===== config.mk =====
export PLATFORM = sky130hd
export DESIGN_NAME = spi_page_seq
export DESIGN_NICKNAME = d
export VERILOG_FILES = /design/src/rtl/spi_seq_pkg.sv /design/src/rtl/spi_byte_engine.sv /design/src/rtl/spi_seq_ctrl.sv /design/src/rtl/spi_page_seq.sv
export SDC_FILE = /design/constraint.sdc
export NUM_CORES = 1
export LEC_CHECK = 0
export ABC_AREA = 0
export BUFFER_PORTS_ARGS = -buffer_cell sky130_fd_sc_hd__buf_2
export CAP_MARGIN = 20
export CORE_ASPECT_RATIO = 2
export CORE_MARGIN = 4
export CORE_UTILIZATION = 27
export CTS_BUF_LIST = sky130_fd_sc_hd__clkbuf_8
export CTS_CLUSTER_SIZE = 16
export DETAILED_ROUTE_END_ITERATION = 10
export HOLD_SLACK_MARGIN = 0.08
export PLACE_DENSITY = 0.42
export SYNTH_ARGS = -nofsm -noshare
export SYNTH_HDL_FRONTEND = slang
export SYNTH_SLANG_ARGS = --single-unit
export TNS_END_PERCENT = 30

===== constraint.sdc =====
create_clock -name clk -period 3.4 [get_ports clk]
set_input_delay 0.17 -clock clk [delete_from_list [all_inputs] [get_ports clk]]
set_output_delay 0.17 -clock clk [all_outputs]
set_load 0.01 [all_outputs]

===== src/rtl/spi_seq_pkg.sv =====
// Package: opcodes, status-register bit positions and the state types
// shared by the page sequencer modules.
package spi_seq_pkg;

    localparam logic [7:0] OPC_READ  = 8'h03;
    localparam logic [7:0] OPC_WRITE = 8'h02;
    localparam logic [7:0] OPC_WREN  = 8'h06;
    localparam logic [7:0] OPC_RDSR  = 8'h05;
    localparam logic [7:0] OPC_WRSR  = 8'h01;

    // Status register: bit 0 busy-writing, bits 2/3 block protect, bit 7 protect enable
    localparam int         SR_BUSY_BIT  = 0;
    localparam logic [7:0] SR_PROT_MASK = 8'h8C;

    localparam int HDR_BYTES = 4;   // opcode + three address bytes
    localparam int PAGE_W    = 16;  // page number width
    localparam logic [7:0] FILL_BYTE = 8'hFF;

    typedef enum logic [2:0] {
        FR_READ, FR_RDSR, FR_WRSR, FR_WREN, FR_WRITE, FR_POLL
    } frame_e;

    typedef enum logic [2:0] {
        ST_IDLE, ST_OPEN, ST_LAUNCH, ST_WAIT, ST_DELIVER, ST_CLOSE
    } state_e;

    // Opcode that leads each frame kind
    function automatic logic [7:0] frame_opcode(frame_e f);
        case (f)
            FR_READ:  return OPC_READ;
            FR_WRITE: return OPC_WRITE;
            FR_WREN:  return OPC_WREN;
            FR_WRSR:  return OPC_WRSR;
            default:  return OPC_RDSR;
        endcase
    endfunction

endpackage


===== src/rtl/spi_byte_engine.sv =====
// Module: spi_byte_engine
// Shifts one byte out and one byte in, MSB first, with sclk idle low and
// data captured on the rising edge (first edge of each bit). sclk half
// period is HALF_DIV system clocks. fin pulses for one cycle after the
// eighth falling edge, i.e. only once the received byte is complete.
// Assumes go is only raised while busy is 0.
module spi_byte_engine #(
    parameter int HALF_DIV = 42
) (
    input  logic       clk,
    input  logic       rst_n,
    input  logic       go,
    input  logic [7:0] tx_byte,
    input  logic       miso,
    output logic       sclk,
    output logic       mosi,
    output logic [7:0] rx_byte,
    output logic       fin,
    output logic       busy
);
    localparam int DW = $clog2(HALF_DIV + 1);

    logic [DW-1:0] divc;
    logic [2:0]    bitc;
    logic [7:0]    txs;
    logic [7:0]    rxs;

    // Divider, edge generation and both shift registers
    always_ff @(posedge clk) begin
        if (!rst_n) begin
            busy <= 1'b0;
            sclk <= 1'b0;
            divc <= '0;
            bitc <= '0;
            txs  <= '0;
            rxs  <= '0;
            fin  <= 1'b0;
        end else begin
            fin <= 1'b0;
            if (!busy) begin
                if (go) begin
                    busy <= 1'b1;
                    txs  <= tx_byte;
                    divc <= '0;
                    bitc <= '0;
                    sclk <= 1'b0;
                end
            end else if (divc == DW'(HALF_DIV - 1)) begin
                divc <= '0;
                if (!sclk) begin
                    sclk <= 1'b1;
                    rxs  <= {rxs[6:0], miso};
                end else begin
                    sclk <= 1'b0;
                    if (bitc == 3'd7) begin
                        busy <= 1'b0;
                        fin  <= 1'b1;
                    end else begin
                        bitc <= bitc + 3'd1;
                        txs  <= {txs[6:0], 1'b0};
                    end
                end
            end else begin
                divc <= divc + DW'(1);
            end
        end
    end

    assign mosi    = txs[7];
    assign rx_byte = rxs;

    // MOSI may only move while sclk is low
    p_mosi_hold_r3: assert property (@(posedge clk) disable iff (!rst_n)
        sclk |-> $stable(mosi));

    // a byte completes only right after a falling sclk edge
    p_fin_after_fall_r9: assert property (@(posedge clk) disable iff (!rst_n)
        fin |-> (!sclk && $past(sclk)));

endmodule


===== src/rtl/spi_seq_ctrl.sv =====
// Module: spi_seq_ctrl
// Frame-level sequencer. Opens and closes chip-select frames with GUARD
// cycles on each side of every cs_n edge, feeds the byte engine with
// opcode, address, fill or write-data bytes, returns read data and
// chains the frames of a page write (status read, optional protection
// clear, write enable, write, busy polling). Assumes a 16-bit page
// number and one memory on the bus.
module spi_seq_ctrl
    import spi_seq_pkg::*;
#(
    parameter int PAGE_BYTES = 256,
    parameter int GUARD      = 3
) (
    input  logic              clk,
    input  logic              rst_n,
    input  logic              start,
    input  logic              write_mode,
    input  logic [PAGE_W-1:0] page,
    input  logic [7:0]        wr_data,
    input  logic              wr_valid,
    output logic              wr_ready,
    output logic [7:0]        rd_data,
    output logic              rd_valid,
    input  logic              rd_ready,
    output logic              eng_go,
    output logic [7:0]        eng_tx,
    input  logic              eng_fin,
    input  logic [7:0]        eng_rx,
    input  logic              eng_busy,
    input  logic              sclk,
    output logic              cs_n,
    output logic              busy,
    output logic              done
);
    localparam int LEN_BIG = PAGE_BYTES + HDR_BYTES;
    localparam int IW      = $clog2(LEN_BIG);
    localparam int GW      = $clog2(GUARD + 1);

    state_e            st;
    frame_e            fr;
    frame_e            fr_next;
    logic              op_end;
    logic              op_wr;
    logic [PAGE_W-1:0] pg;
    logic [IW-1:0]     idx;
    logic [IW-1:0]     last_idx;
    logic [GW-1:0]     gcnt;
    logic              gph;
    logic [7:0]        stat;
    logic [7:0]        rdq;
    logic              in_data;
    logic              need_wr;
    logic              at_last;
    logic              guard_end;

    // Index of the final byte of the current frame
    always_comb begin
        case (fr)
            FR_WREN:                   last_idx = '0;
            FR_RDSR, FR_POLL, FR_WRSR: last_idx = IW'(1);
            default:                   last_idx = IW'(LEN_BIG - 1);
        endcase
    end

    assign in_data   = (idx >= IW'(HDR_BYTES));
    assign need_wr   = (fr == FR_WRITE) && in_data;
    assign at_last   = (idx == last_idx);
    assign guard_end = (gcnt == GW'(GUARD - 1));

    // Byte to shift next: opcode, address, cleared status, data or fill
    always_comb begin
        eng_tx = FILL_BYTE;
        if (idx == '0) begin
            eng_tx = frame_opcode(fr);
        end else if (fr == FR_WRSR) begin
            eng_tx = stat & ~SR_PROT_MASK;
        end else if (fr == FR_READ || fr == FR_WRITE) begin
            case (idx)
                IW'(1):  eng_tx = pg[PAGE_W-1 -: 8];
                IW'(2):  eng_tx = pg[7:0];
                IW'(3):  eng_tx = 8'h00;
                default: eng_tx = (fr == FR_WRITE) ? wr_data : FILL_BYTE;
            endcase
        end
    end

    // Frame that follows the current one, or end of operation
    always_comb begin
        fr_next = fr;
        op_end  = 1'b0;
        case (fr)
            FR_RDSR:  fr_next = ((stat & SR_PROT_MASK) != 8'h00) ? FR_WRSR : FR_WREN;
            FR_WRSR:  fr_next = FR_WREN;
            FR_WREN:  fr_next = FR_WRITE;
            FR_WRITE: fr_next = FR_POLL;
            FR_POLL:  op_end  = !stat[SR_BUSY_BIT];
            default:  op_end  = 1'b1;
        endcase
    end

    assign wr_ready = (st == ST_LAUNCH) && need_wr;
    assign eng_go   = (st == ST_LAUNCH) && (!need_wr || wr_valid);
    assign rd_valid = (st == ST_DELIVER);
    assign rd_data  = rdq;
    assign busy     = (st != ST_IDLE);

    // Main sequencer: guards, byte stepping, status capture, frame chaining
    always_ff @(posedge clk) begin
        if (!rst_n) begin
            st    <= ST_IDLE;
            fr    <= FR_READ;
            op_wr <= 1'b0;
            pg    <= '0;
            idx   <= '0;
            gcnt  <= '0;
            gph   <= 1'b0;
            stat  <= '0;
            rdq   <= '0;
            cs_n  <= 1'b1;
            done  <= 1'b0;
        end else begin
            done <= 1'b0;
            case (st)
                ST_IDLE: begin
                    if (start) begin
                        op_wr <= write_mode;
                        pg    <= page;
                        fr    <= write_mode ? FR_RDSR : FR_READ;
                        gcnt  <= '0;
                        gph   <= 1'b0;
                        st    <= ST_OPEN;
                    end
                end
                ST_OPEN: begin
                    if (!guard_end) begin
                        gcnt <= gcnt + GW'(1);
                    end else begin
                        gcnt <= '0;
                        if (!gph) begin
                            cs_n <= 1'b0;
                            gph  <= 1'b1;
                        end else begin
                            gph <= 1'b0;
                            idx <= '0;
                            st  <= ST_LAUNCH;
                        end
                    end
                end
                ST_LAUNCH: begin
                    if (eng_go) st <= ST_WAIT;
                end
                ST_WAIT: begin
                    if (eng_fin) begin
                        if ((fr == FR_RDSR || fr == FR_POLL) && idx == IW'(1))
                            stat <= eng_rx;
                        if (fr == FR_READ && in_data) begin
                            rdq <= eng_rx;
                            st  <= ST_DELIVER;
                        end else if (at_last) begin
                            gcnt <= '0;
                            gph  <= 1'b0;
                            st   <= ST_CLOSE;
                        end else begin
                            idx <= idx + IW'(1);
                            st  <= ST_LAUNCH;
                        end
                    end
                end
                ST_DELIVER: begin
                    if (rd_ready) begin
                        if (at_last) begin
                            gcnt <= '0;
                            gph  <= 1'b0;
                            st   <= ST_CLOSE;
                        end else begin
                            idx <= idx + IW'(1);
                            st  <= ST_LAUNCH;
                        end
                    end
                end
                ST_CLOSE: begin
                    if (!guard_end) begin
                        gcnt <= gcnt + GW'(1);
                    end else begin
                        gcnt <= '0;
                        if (!gph) begin
                            cs_n <= 1'b1;
                            gph  <= 1'b1;
                        end else begin
                            gph <= 1'b0;
                            if (op_end) begin
                                done <= 1'b1;
                                st   <= ST_IDLE;
                            end else begin
                                fr <= fr_next;
                                st <= ST_OPEN;
                            end
                        end
                    end
                end
                default: st <= ST_IDLE;
            endcase
        end
    end

    // the serial clock only runs inside a frame
    p_sclk_in_frame_r9: assert property (@(posedge clk) disable iff (!rst_n)
        sclk |-> !cs_n);

    // release of chip select only with the engine idle and sclk low
    p_clean_release_r9: assert property (@(posedge clk) disable iff (!rst_n)
        $rose(cs_n) |-> (!eng_busy && !sclk));

    // done lasts one cycle
    p_done_single_r10: assert property (@(posedge clk) disable iff (!rst_n)
        done |=> !done);

    // done arrives with busy low and chip select released
    p_done_idle_r10: assert property (@(posedge clk) disable iff (!rst_n)
        done |-> (!busy && cs_n));

    // a start while busy leaves the captured page untouched
    p_start_ignored_r10: assert property (@(posedge clk) disable iff (!rst_n)
        (busy && start) |=> $stable(pg));

    // write data is only requested inside a write operation's frame
    p_wr_ready_scope_r11: assert property (@(posedge clk) disable iff (!rst_n)
        wr_ready |-> (op_wr && !cs_n && !eng_busy));

    // while read data waits for the host, no bits are clocked
    p_hold_no_clock_r11: assert property (@(posedge clk) disable iff (!rst_n)
        rd_valid |-> (!eng_busy && !sclk));

endmodule


===== src/rtl/spi_page_seq.sv =====
// Module: spi_page_seq (top)
// SPI master that performs whole-page reads and writes on a serial
// EEPROM with PAGE_BYTES-byte pages. HALF_DIV sets the sclk half period
// in system clocks (42 gives about 3 MHz from 250 MHz); GUARD sets the
// hold-off in cycles on both sides of every chip-select edge.
module spi_page_seq
    import spi_seq_pkg::*;
#(
    parameter int HALF_DIV   = 42,
    parameter int GUARD      = 3,
    parameter int PAGE_BYTES = 256
) (
    input  logic              clk,
    input  logic              rst_n,
    input  logic              start,
    input  logic              write_mode,
    input  logic [PAGE_W-1:0] page,
    input  logic [7:0]        wr_data,
    input  logic              wr_valid,
    output logic              wr_ready,
    output logic [7:0]        rd_data,
    output logic              rd_valid,
    input  logic              rd_ready,
    output logic              busy,
    output logic              done,
    output logic              sclk,
    output logic              mosi,
    input  logic              miso,
    output logic              cs_n
);
    logic       eng_go;
    logic [7:0] eng_tx;
    logic       eng_fin;
    logic [7:0] eng_rx;
    logic       eng_busy;

    spi_seq_ctrl #(
        .PAGE_BYTES (PAGE_BYTES),
        .GUARD      (GUARD)
    ) u_ctrl (
        .clk        (clk),
        .rst_n      (rst_n),
        .start      (start),
        .write_mode (write_mode),
        .page       (page),
        .wr_data    (wr_data),
        .wr_valid   (wr_valid),
        .wr_ready   (wr_ready),
        .rd_data    (rd_data),
        .rd_valid   (rd_valid),
        .rd_ready   (rd_ready),
        .eng_go     (eng_go),
        .eng_tx     (eng_tx),
        .eng_fin    (eng_fin),
        .eng_rx     (eng_rx),
        .eng_busy   (eng_busy),
        .sclk       (sclk),
        .cs_n       (cs_n),
        .busy       (busy),
        .done       (done)
    );

    spi_byte_engine #(
        .HALF_DIV (HALF_DIV)
    ) u_engine (
        .clk     (clk),
        .rst_n   (rst_n),
        .go      (eng_go),
        .tx_byte (eng_tx),
        .miso    (miso),
        .sclk    (sclk),
        .mosi    (mosi),
        .rx_byte (eng_rx),
        .fin     (eng_fin),
        .busy    (eng_busy)
    );

endmodule


## Word level (Yosys, flattened, before mapping)

Index checks and enable logic that the tools add are counted.

- Input port bits: 31
- Output and inout bits: 15
- Flip-flop bits (word level): 80
- Word-level logic and storage cells: 173

- Mux-type cells: 79
- Eq/ne operators: 34
- Bitwise gates (word level): 1
- Add/sub/neg operators: 4
- Order comparisons: 1
- Reductions and logical operators: 37

Operators by type and width:

| operator | count |
|---|---|
| 8-bit two-way mux | 9 |
| 3-bit two-way mux | 19 |
| 9-bit two-way mux | 6 |
| 9-bit one-hot mux with 3 select lines | 1 |
| 1-bit two-way mux | 25 |
| 3-bit one-hot mux with 4 select lines | 2 |
| 8-bit one-hot mux with 3 select lines | 1 |
| 9-bit by 2-bit equality test with 1-bit output, second input constant | 2 |
| 6-bit two-way mux | 3 |
| 3-bit one-hot mux with 6 select lines | 1 |
| 9-bit one-hot mux with 2 select lines | 1 |
| 6-bit AND reduction | 3 |
| 2-bit by 1-bit inequality test with 1-bit output, second input constant | 8 |
| 2-bit inequality test, second input constant | 8 |
| 3-bit equality test, second input constant | 5 |
| 3-bit by 2-bit equality test with 1-bit output, second input constant | 4 |
| 2-bit two-way mux | 6 |
| 4-bit AND reduction | 3 |
| 5-bit AND reduction | 2 |
| 9-bit by 1-bit adder with 9-bit output, second input constant | 1 |
| 9-bit by 1-bit equality test with 1-bit output, second input constant | 1 |
| 9-bit equality test | 1 |
| 9-bit by 3-bit >= comparator with 1-bit output, second input constant | 1 |
| 9-bit zero test | 1 |
| other kinds (26) | 42 |

## Logic depth before layout (Yosys ltp)

Gate-level depths: netlist of run 1.

- Depth after elaboration: 8
- Mapped depth: 9
- Mapped depth without buffers: 8

## By module

From an unflattened synthesis of run 1, not the netlist that was laid out.

- Cell total of the unflattened synthesis: 512
- Area, all modules: 4151.5 sq um

By module, submodules not included:

| module | cells an instance | sequential area each (sq um) | area an instance (sq um) | instances |
|---|---|---|---|---|
| spi_seq_ctrl | 358 | 1041.0 | 2776.4 | 1 |
| spi_byte_engine | 154 | 560.5 | 1375.1 | 1 |

## Worst setup path after synthesis of run 1

No wires, ideal clock.

- Path type: reg-to-reg
- From: register u_ctrl.fr[0]
- To: register u_engine.txs[4]
- Arrival time: 1841 ps
- Period minus slack after synthesis: 1986 ps
- Required time: 3256 ps
- Buffers on the path: 1
- Stages on the path, launching flop included: 8
- Library setup time: 144 ps
- Slack: 1414 ps
- Path through: dfxtp_1 -> buf_6 -> or4b_2 -> a31oi_1 -> o31ai_1 -> and2_0 -> o21ai_0 -> a31oi_1

- Word-level cells in the longest chain between the ends: 8
- Elaborated cells on any way between the ends: 17
- Classes of those cells: eq/ne (2); mux (7); reduce/logical (8)

Ends and longest elaborated chain:

| element | line | text |
|---|---|---|
| from (decl) | spi_seq_ctrl.sv:40 | `frame_e fr;` |
| from (signal assigned) | spi_seq_ctrl.sv:128 | `fr <= write_mode ? FR_RDSR : FR_READ;` |
| from (signal assigned) | spi_seq_ctrl.sv:195 | `fr <= fr_next;` |
| 3-bit equality test | spi_seq_ctrl.sv:66, spi_seq_ctrl.sv:77, spi_seq_ctrl.sv:82 |  |
| 8-bit two-way mux | spi_seq_ctrl.sv:82 | `default: eng_tx = (fr == FR_WRITE) ? wr_data : FILL_BYTE;` |
| 8-bit one-hot mux with 3 select lines | spi_seq_ctrl.sv:78 | `case (idx)` |
| 8-bit two-way mux | spi_seq_ctrl.sv:77 | `end else if (fr == FR_READ \|\| fr == FR_WRITE) begin` |
| 8-bit two-way mux | spi_seq_ctrl.sv:75 | `end else if (fr == FR_WRSR) begin` |
| 8-bit two-way mux | spi_seq_ctrl.sv:73 | `if (idx == '0) begin` |
| 8-bit two-way mux | spi_byte_engine.sv:41 | `if (go) begin` |
| 8-bit two-way mux | spi_byte_engine.sv:40 | `if (!busy) begin` |
| to (signal assigned) | spi_byte_engine.sv:43 | `txs <= tx_byte;` |
| to (signal assigned) | spi_byte_engine.sv:60 | `txs <= {txs[6:0], 1'b0};` |
| to (decl) | spi_byte_engine.sv:25 | `logic [7:0] txs;` |

Several ways; a longest one is shown, not always the timed one. The select of a mux whose other input is x is not followed.
A chain may end at the register's enable or synchronous reset.

## Worst setup path in the final report of run 1

Same ends and word-level chain as after synthesis.

==> metrics, run 1 <==
status=complete, no violations; power density cells=462 nW/um^2; DR vias/cell=4.97; P_leak=1.87 nW; PostCTS Resize Cnt=0; # setup viols final=0; HP Start=rst_n; Post-synth EDFFs=0; sw power=0.753 mW; RSZ-0062 raised after global routing=no; Final Max Tran Viols=0; max_slew headroom=0.476; Vias=3682; Post-synth ARST share=0; Hold Path Sink=u_ctrl.cs_n; DP Area=4390 sq um; initial antenna violation count=0; antenna-violating nets left=0; worst hold slack=0.136 ns; CTS Sinks=80; Cells after Synth=495; hold depth=2; power share of the clock group=0.308; CTS HTree Levels=3; pin count of the biggest net entering global routing=37; hpwl dp=9.19 mm; Hold Vio Cnt, Final=0; syn_nets=534; slew of the pin with the lowest slew margin=0.784 ns; WS Path Type=reg -> reg; max incr delay on CP=0.76 ns; global-route wire length before repair=19.5 mm; GRT overflow=0; Sw Ratio=0.343; crit-path cells=or4b_2 -> a31oi_1 -> o31ai_1 -> and2_0 -> o21ai_0 -> a31oi_1; gpl congestion=0.850; worst path bufs/invs=0; Crit path top cell by count=a31oi_1; Hold-fix buffers, CTS=17; non-filler cells, final=741; CP Data Required Time=3.62 ns; crit path launch type=flip-flop; share of cells above drive strength 1=0.131; R2R Path Start=u_ctrl.fr[0]; warnings from Yosys=0; root buf cell=clkbuf_8; post-CTS setup buffer count=0; final setup margin=0.889 ns; Max-Cap Viols=0; Die ar.=17000 sq um; Worst R2R End=u_engine.txs[4]; CTS tree=built; CTS clk-pin slew, worst paths=0.09 ns; Tmin final=2.51 ns; Seq cells post-synth=80; Std-Cell Rows=62; nets=583; fillers=1588; ANT cells=0; sequential fraction of the synthesis area=0.398; dpl cells=708; vias in the first global route=3701; Distinct cells, synth=55; clk buf depth=2; Die X=94.3 um; Worst path slowest cell=or4b_2; GRT Overall Usage=0.150; leading cell type in the layout, fill and taps excluded=dfxtp_1; Int Power=1.44 mW; logic gate share of total power=0.191; crit path DAT=2.73 ns; Clock Latency Late Sink=0.37 ns; final core occ=0.327; design area=4740 sq um; CTS Buf Count=9; Layout area overhead=17.8%; most frequent cells in the layout=80 x dfxtp_1, 64 x nor2_1, 62 x nand2_1; total power=2.19 mW; Critical Path Fanout Max=18; sequential share of power=0.501; CP endpoint kind=flip-flop; Top FF cell, synth=dfxtp_1; mapped cell area=4030 sq um; clk_skew=0.0163 ns; core box area=14500 sq um; Initial Util=0.277; Initial DRT Pass Iterations=5; FMAX=0.398 GHz; Die H=181 um; final wirelength=12.2 mm; Tcrit/Tclk final=0.739; Port Buffers=45; syn_area_per_cell=8.13 sq um; Top Family by Delay on Critical Path=simple AND/OR/NAND/NOR gates; DR iter-0 viols=201; Place WS=0.909 ns; peak supply drop=0.164 mV; sum of negative setup slack=0 ns; DR WL/cell=16.5 um; Reg2Reg Depth=6; Top Ports=46; Min-Delay Path Class=in -> reg; flop2flop setup slack=0.89 ns; DRC=0
## synth_stat cells, types with 3 or more instances
cell type / count / area, sq um
xnor2_1: 3 / 26.3
ha_1: 8 / 100
nor2b_1: 12 / 75.1
clkbuf_1: 22 / 82.6
and2_1: 5 / 31.3
o211a_1: 3 / 30.0
nor2_1: 64 / 240
nor3_1: 16 / 80.1
nand2b_1: 7 / 43.8
o211ai_1: 3 / 22.5
nand4b_1: 3 / 26.3
nand3b_1: 4 / 30.0
nand2_1: 62 / 233
and3_1: 6 / 37.5
o2111ai_1: 3 / 26.3
inv_1: 13 / 48.8
dfxtp_1: 80 / 1600
a221oi_1: 4 / 35.0
nand4_1: 4 / 25.0
buf_6: 3 / 33.8
mux2i_1: 34 / 340
o21ai_0: 33 / 165
a21oi_1: 34 / 170
a22oi_1: 9 / 67.6
o221ai_1: 4 / 35.0
a31oi_1: 8 / 50.1
nand3_1: 11 / 55.1
## layout make-up
type,count,area (sq um),share of cell area
clock buffers,9,124,0.0261
flip-flops and latches,80,1600,0.338
inverters,13,48.8,0.0103
repair buffers,65,418,0.0881
well taps,192,240,0.0506
multi-input cells,375,2250,0.474
clock inverters,7,61.3,0.0129
## flip-flops by register name (all words and copies together), names as in the netlist, 2 cells and up
signal and count:
u_ctrl.stat 8, u_ctrl.gcnt 2, u_ctrl.idx 9, u_ctrl.st 3
u_engine.txs 8, u_engine.bitc 3, u_ctrl.pg 16, u_ctrl.rd_data 8
u_engine.rx_byte 8, u_ctrl.fr 3, u_engine.divc 6
## kinds of logic after synthesis
group | synth area share
and+or+nand+nor | 0.256
DFF | 0.398
buffers and inverters | 0.0432
AOI/OAI and AO/OA | 0.187
xor gates and xnor gates | 0.00653
adders and majority gates | 0.0249
muxes | 0.0846
## worst max-delay path by stage
stage / end / cells after the start / slack [ns] / from
floorplan: u_engine.txs[4] / 7 / 1.41 / u_ctrl.fr[0]
global placement: u_engine.txs[5] / 6 / 1.0 / u_ctrl.fr[0]
detailed placement: u_engine.txs[4] / 6 / 0.91 / u_ctrl.fr[0]
CTS: u_engine.txs[4] / 6 / 0.91 / u_ctrl.fr[0]
global route: u_engine.txs[2] / 6 / 0.72 / u_ctrl.fr[0]
finish: u_engine.txs[4] / 6 / 0.89 / u_ctrl.fr[0]
## routing by layer
layer / vias up / routed length, um / global-route usage
met2: 64 / 6880 / 0.280
li1: 1866 / - / -
met5: - / 0 / 0
met1: 1732 / 4630 / 0.155
met4: 0 / 430 / 0.0700
met3: 20 / 286 / 0.0301
## power groups by stage
stage                     clock, mW  combinational [mW]  sequential, mW
after CTS                     0.715               0.425            1.10
final                         0.676               0.418            1.10
after global placement            0               0.406            1.12
after detailed placement          0               0.408            1.12
after global routing          0.746               0.480            1.11
after floorplan                   0               0.331            1.06
Power figures use the tool's default switching activity.
==> run 2: changes to the inputs <==
Clock period 3.4 ns to 2.35 ns, I/O delays scaled along.
==> run 2 against run 1 <==
Compared with the run above:
- cell count rose by 2.6%
- combinational power rose by 70%
- count of clock-buffer cells in the layout did not move
- fmax rose by 15%
==> metrics, run 2 (synthesis gave the netlist of run 1 again) <==
Min-Delay Path Class=in -> reg; Layout area overhead=23.1%; status=complete, no violations; nets=602; Hold Vio Cnt, Final=0; Reg2Reg Depth=6; top register by number of flip-flops=u_ctrl.pg; Storage cell area=1600 sq um; FMAX=0.457 GHz; Die H=181 um; pin count of the biggest net entering global routing=42; Vias=3795; worst setup path end=u_engine.txs[4]; share of cells above drive strength 1=0.164; gpl congestion=0.912; ANT cells=0; DR vias/cell=4.99; Die X=94.3 um; Largest register FFs=16; Std-Cell Rows=62; Die ar.=17000 sq um; Max-Cap Viols=0; root buf cell=clkbuf_8; DR WL/cell=16.5 um; GRT Overall Usage=0.151; leading cell type in the layout, fill and taps excluded=dfxtp_1; initial antenna violation count=0; max_slew headroom=0.533; Initial DRT Pass Iterations=4; final wirelength=12.5 mm; Tcrit/Tclk final=0.930; worst hold slack=0.0922 ns; global-route wire length before repair=19.8 mm; RSZ-0062 raised after global routing=no; R2R Path Start=u_ctrl.fr[2]; power density cells=704 nW/um^2; most frequent cells in the layout=80 x dfxtp_1, 64 x nor2_1, 62 x nand2_1; WS Path Type=reg -> reg; CTS Sinks=80; Worst R2R End=u_engine.txs[4]; flop2flop setup slack=0.16 ns; clk buf depth=2; hpwl dp=9.52 mm; Final Max Tran Viols=0; Place WS=0.112 ns; worst setup path start=u_ctrl.fr[2]; CP endpoint kind=flip-flop; crit path DAT=2.43 ns; sum of negative setup slack=0 ns; area of the multi-input gates=2260 sq um; CTS clk-pin slew, worst paths=0.09 ns; P_leak=2.00 nW; dpl cells=726; CP Data Required Time=2.59 ns; biggest regs=u_ctrl.pg: 16 flops, u_ctrl.idx: 9 flops; slew of the pin with the lowest slew margin=0.699 ns; Critical Path Fanout Max=7; Initial Util=0.277; vias in the first global route=3816; GRT overflow=0; antenna-violating nets left=0; CTS Buf Count=9; DR iter-0 viols=90; # setup viols final=0; fillers=1565; non-filler cells, final=760; core box area=14500 sq um; crit path launch type=flip-flop; CTS HTree Levels=3; Clock Latency Late Sink=0.37 ns; CTS tree=built; DRC=0; Tmin final=2.19 ns; final setup margin=0.163 ns; Top Ports=46; Port Buffers=45; clk_skew=0.00844 ns; peak supply drop=0.271 mV
## run 2: stage by stage
step | area [sq um] | util | total power [mW]
6_report | 4950 | 0.342 | 3.49
5_1_grt | 4950 | 0.342 | 3.69
4_1_cts | 4940 | 0.340 | 3.54
3_5_place_dp | 4540 | 0.313 | 2.29
3_3_place_gp | 4540 | 0.313 | 2.28
2_1_floorplan | 4030 | - | 2.02
## run 2: timing repair
action                                 4_1_cts  5_1_grt
gates resized for setup                      0        3
endpoints found under the hold margin       17        0
hold buffers                                17        0
setup endpoints to repair                    0        9
buffers inserted                             0        1
## run 2: worst min-delay path by stage
stage / start / endpoint / slack, ns / cells after the start
floorplan: page[0] / u_ctrl.pg[0] / 0.25 / 2
finish: rst_n / u_ctrl.cs_n / 0.09 / 2
detailed placement: page[0] / u_ctrl.pg[0] / 0.37 / 3
global route: rst_n / u_ctrl.cs_n / 0.1 / 2
CTS: rst_n / u_ctrl.cs_n / 0.08 / 2
global placement: miso / u_engine.rx_byte[0] / 0.35 / 3
## run 2: metal layers
| metal | up-vias | wire length (um) | global-route usage |
|---|---|---|---|
| met2 | 72 | 7220 | 0.296 |
| met5 | - | 0 | 0 |
| met3 | 21 | 348 | 0.0255 |
| met1 | 1806 | 4550 | 0.148 |
| met4 | 0 | 393 | 0.0660 |
| li1 | 1896 | - | - |
## run 2: worst max-delay path: stages (launching register included)
cell and delay (ns):
dfxtp_1 0.45, or4b_2 0.66, a31oi_2 0.26, o31ai_1 0.13, and2_0 0.30, o21ai_0 0.21, a31oi_1 0.06
## run 2: final cells by class
cell class,instances,area share
Clock buffer,9,0.0250
Clock inverter,7,0.0215
Inverter,13,0.00985
Multi-Input combinational cell,375,0.456
Sequential cell,80,0.323
Tap cell,192,0.0485
Timing Repair Buffer,84,0.116
## run 2: power breakdown
part           switching [mW]  internal, mW  leakage, nW  total (mW)
logic                   0.431         0.280         1.23       0.712
clock network           0.596         0.622        0.117        1.22
registers              0.0982          1.46        0.648        1.56
==> run 3: changes to the inputs <==
Settings changed: SYNTH_HIERARCHICAL from default to 1.
==> run 3 against run 2 <==
Compared with the run above:
- register-to-register slack gained 0.04 ns
- global-route usage hardly changed
- routed wire length grew 0.85%
- synthesized cell count grew 3.4%
- setup slack gained 0.039 ns
- via count up 5.1%
- core utilization is 0.33 points lower
==> metrics, run 3 <==
status=complete, no violations; vias in the first global route=4169; max_slew headroom=0.646; share of cells above drive strength 1=0.188; Tcrit/Tclk final=0.914; warnings from Yosys=6; biggest regs=u_ctrl/pg: 16 flops, u_ctrl/idx: 9 flops; post-synth top area share=0.386; GRT overflow=0; CTS HTree Levels=3; DRC=0; global-route wire length before repair=20.6 mm; Initial DRT Pass Iterations=4; ANT cells=0; Hold Vio Cnt, Final=0; Cells after Synth=512; power density cells=756 nW/um^2; Initial Util=0.277; dominant cell type by area after synthesis=dfxtp_1; crit path DAT=2.38 ns; Port Buffers=45; Die H=183 um; DR vias/cell=5.12; gpl congestion=0.822; Critical Path Fanout Max=12; Largest register FFs=16; Reg2Reg Depth=7; WS Path Type=reg -> reg; pin count of the biggest net entering global routing=36; nets=619; synth cell count leaders=80 x dfxtp_1, 75 x nand2_1, 53 x a21oi_1; mapped cell area=4150 sq um; DR iter-0 viols=171; sum of negative setup slack=0 ns; top register by number of flip-flops=u_ctrl/pg; clk_skew=0.0101 ns; total power=3.83 mW; Tmin final=2.15 ns; CTS Buf Count=9; Std-Cell Rows=63; CTS clk-pin slew, worst paths=0.08 ns; DR WL/cell=16.2 um; Die X=95.7 um; Max-Cap Viols=0; RSZ-0062 raised after global routing=no; syn_area_per_cell=8.11 sq um; antenna-violating nets left=0; Worst R2R End=u_ctrl/rd_data[0]; flop2flop setup slack=0.20 ns; CTS tree=built; # setup viols final=0; worst setup path end=u_ctrl/rd_data[0]; Post-synth EDFFs=0; leading cell type in the layout, fill and taps excluded=dfxtp_1; syn_nets=551; slew of the pin with the lowest slew margin=0.526 ns; Top FF cell, synth=dfxtp_1; post-CTS setup buffer count=0; R2R Path Start=u_ctrl/fr[0]; sequential fraction of the synthesis area=0.386; P_leak=1.97 nW; worst setup path start=u_ctrl/fr[0]; final core occ=0.338; worst hold slack=0.125 ns; root buf cell=clkbuf_8; Distinct cells, synth=60; Top Ports=46; hpwl dp=9.63 mm; most frequent cells in the layout=77 x dfxtp_1, 75 x nand2_1, 53 x a21oi_1; FMAX=0.466 GHz; Vias=3990; Area contributors post-synth=dfxtp_1 39%, mux2i_1 7.0%, nand2_1 6.8%; clk buf depth=2; Layout area overhead=22.0%; crit path launch type=flip-flop; Seq cells post-synth=80; CTS Sinks=80; initial antenna violation count=0; Post-synth ARST share=0; GRT Overall Usage=0.151; core box area=15000 sq um; Min-Delay Path Class=in -> reg; Die ar.=17500 sq um; cell with the most instances after synthesis=dfxtp_1; design area=5070 sq um; DP Area=4680 sq um; peak supply drop=0.299 mV; final wirelength=12.6 mm; Clock Latency Late Sink=0.35 ns; CP endpoint kind=flip-flop; Final Max Tran Viols=0; CP Data Required Time=2.58 ns
## run 3: power breakdown
| group | leakage [nW] | total [mW] | internal (mW) | switching, mW |
|---|---|---|---|---|
| Clock | 0.107 | 1.07 | 0.548 | 0.518 |
| Sequential | 0.649 | 1.60 | 1.47 | 0.125 |
| Combinational | 1.22 | 1.16 | 0.492 | 0.672 |
## run 3: routing by layer
layer | wire length (um) | GRT usage
met4 | 436 | 0.0730
met3 | 375 | 0.0234
met2 | 7090 | 0.286
met1 | 4710 | 0.154
met5 | 0 | 0
## run 3: worst min-delay path by stage
stage	startpoint	cells after the start	endpoint
finish	rst_n	2	u_ctrl/cs_n
global placement	page[8]	3	u_ctrl/pg[8]
floorplan	page[0]	2	u_ctrl/pg[0]
detailed placement	page[12]	3	u_ctrl/pg[12]
global route	rst_n	2	u_ctrl/cs_n
CTS	rst_n	2	u_ctrl/cs_n
## run 3: cell type report
type                       count  area (sq um)
sequential                    80          1610
fill                        1632          9910
clock buffer                  11           151
clock inverter                 5          55.1
inverter                      14          52.6
multi-input combinational    385          2350
timing repair buffer          90           606
tap                          195           244
## run 3: worst max-delay path, stage by stage, from the launching register on
cell,delay [ns]
dfxtp_2,0.38
buf_4,0.18
or2_2,0.42
nor3_1,0.44
nand3_1,0.18
buf_4,0.22
mux2i_1,0.15
nor2_1,0.05
## run 3: logic make-up (layout without fill, tap and decap cells)
family                   after synthesis  in the layout  share of synthesized area
XOR/XNOR                               2              2                    0.00422
buffers and inverters                 47            120                     0.0500
flip-flops                            80             80                      0.386
multiplexers                          37             37                     0.0916
adder cells (fa/ha/maj)                8              8                     0.0241
AND/OR/NAND/NOR                      201            201                      0.242
AO/OA/AOI/OAI                        137            137                      0.202
## run 3: through the flow
| stage | instances | worst slack (ns) |
|---|---|---|
| detailed placement | 747 | 0.0545 |
| finish | 780 | 0.203 |
| floorplan | 512 | 0.272 |
| CTS | 780 | 0.0408 |
| global route | 780 | 0.0227 |
| global placement | 747 | 0.0615 |
## run 3: repair_timing
action	CTS	global route
hold buffers	17	0
gates resized for setup	0	6
setup endpoints to repair	0	34
endpoints found under the hold margin	17	0
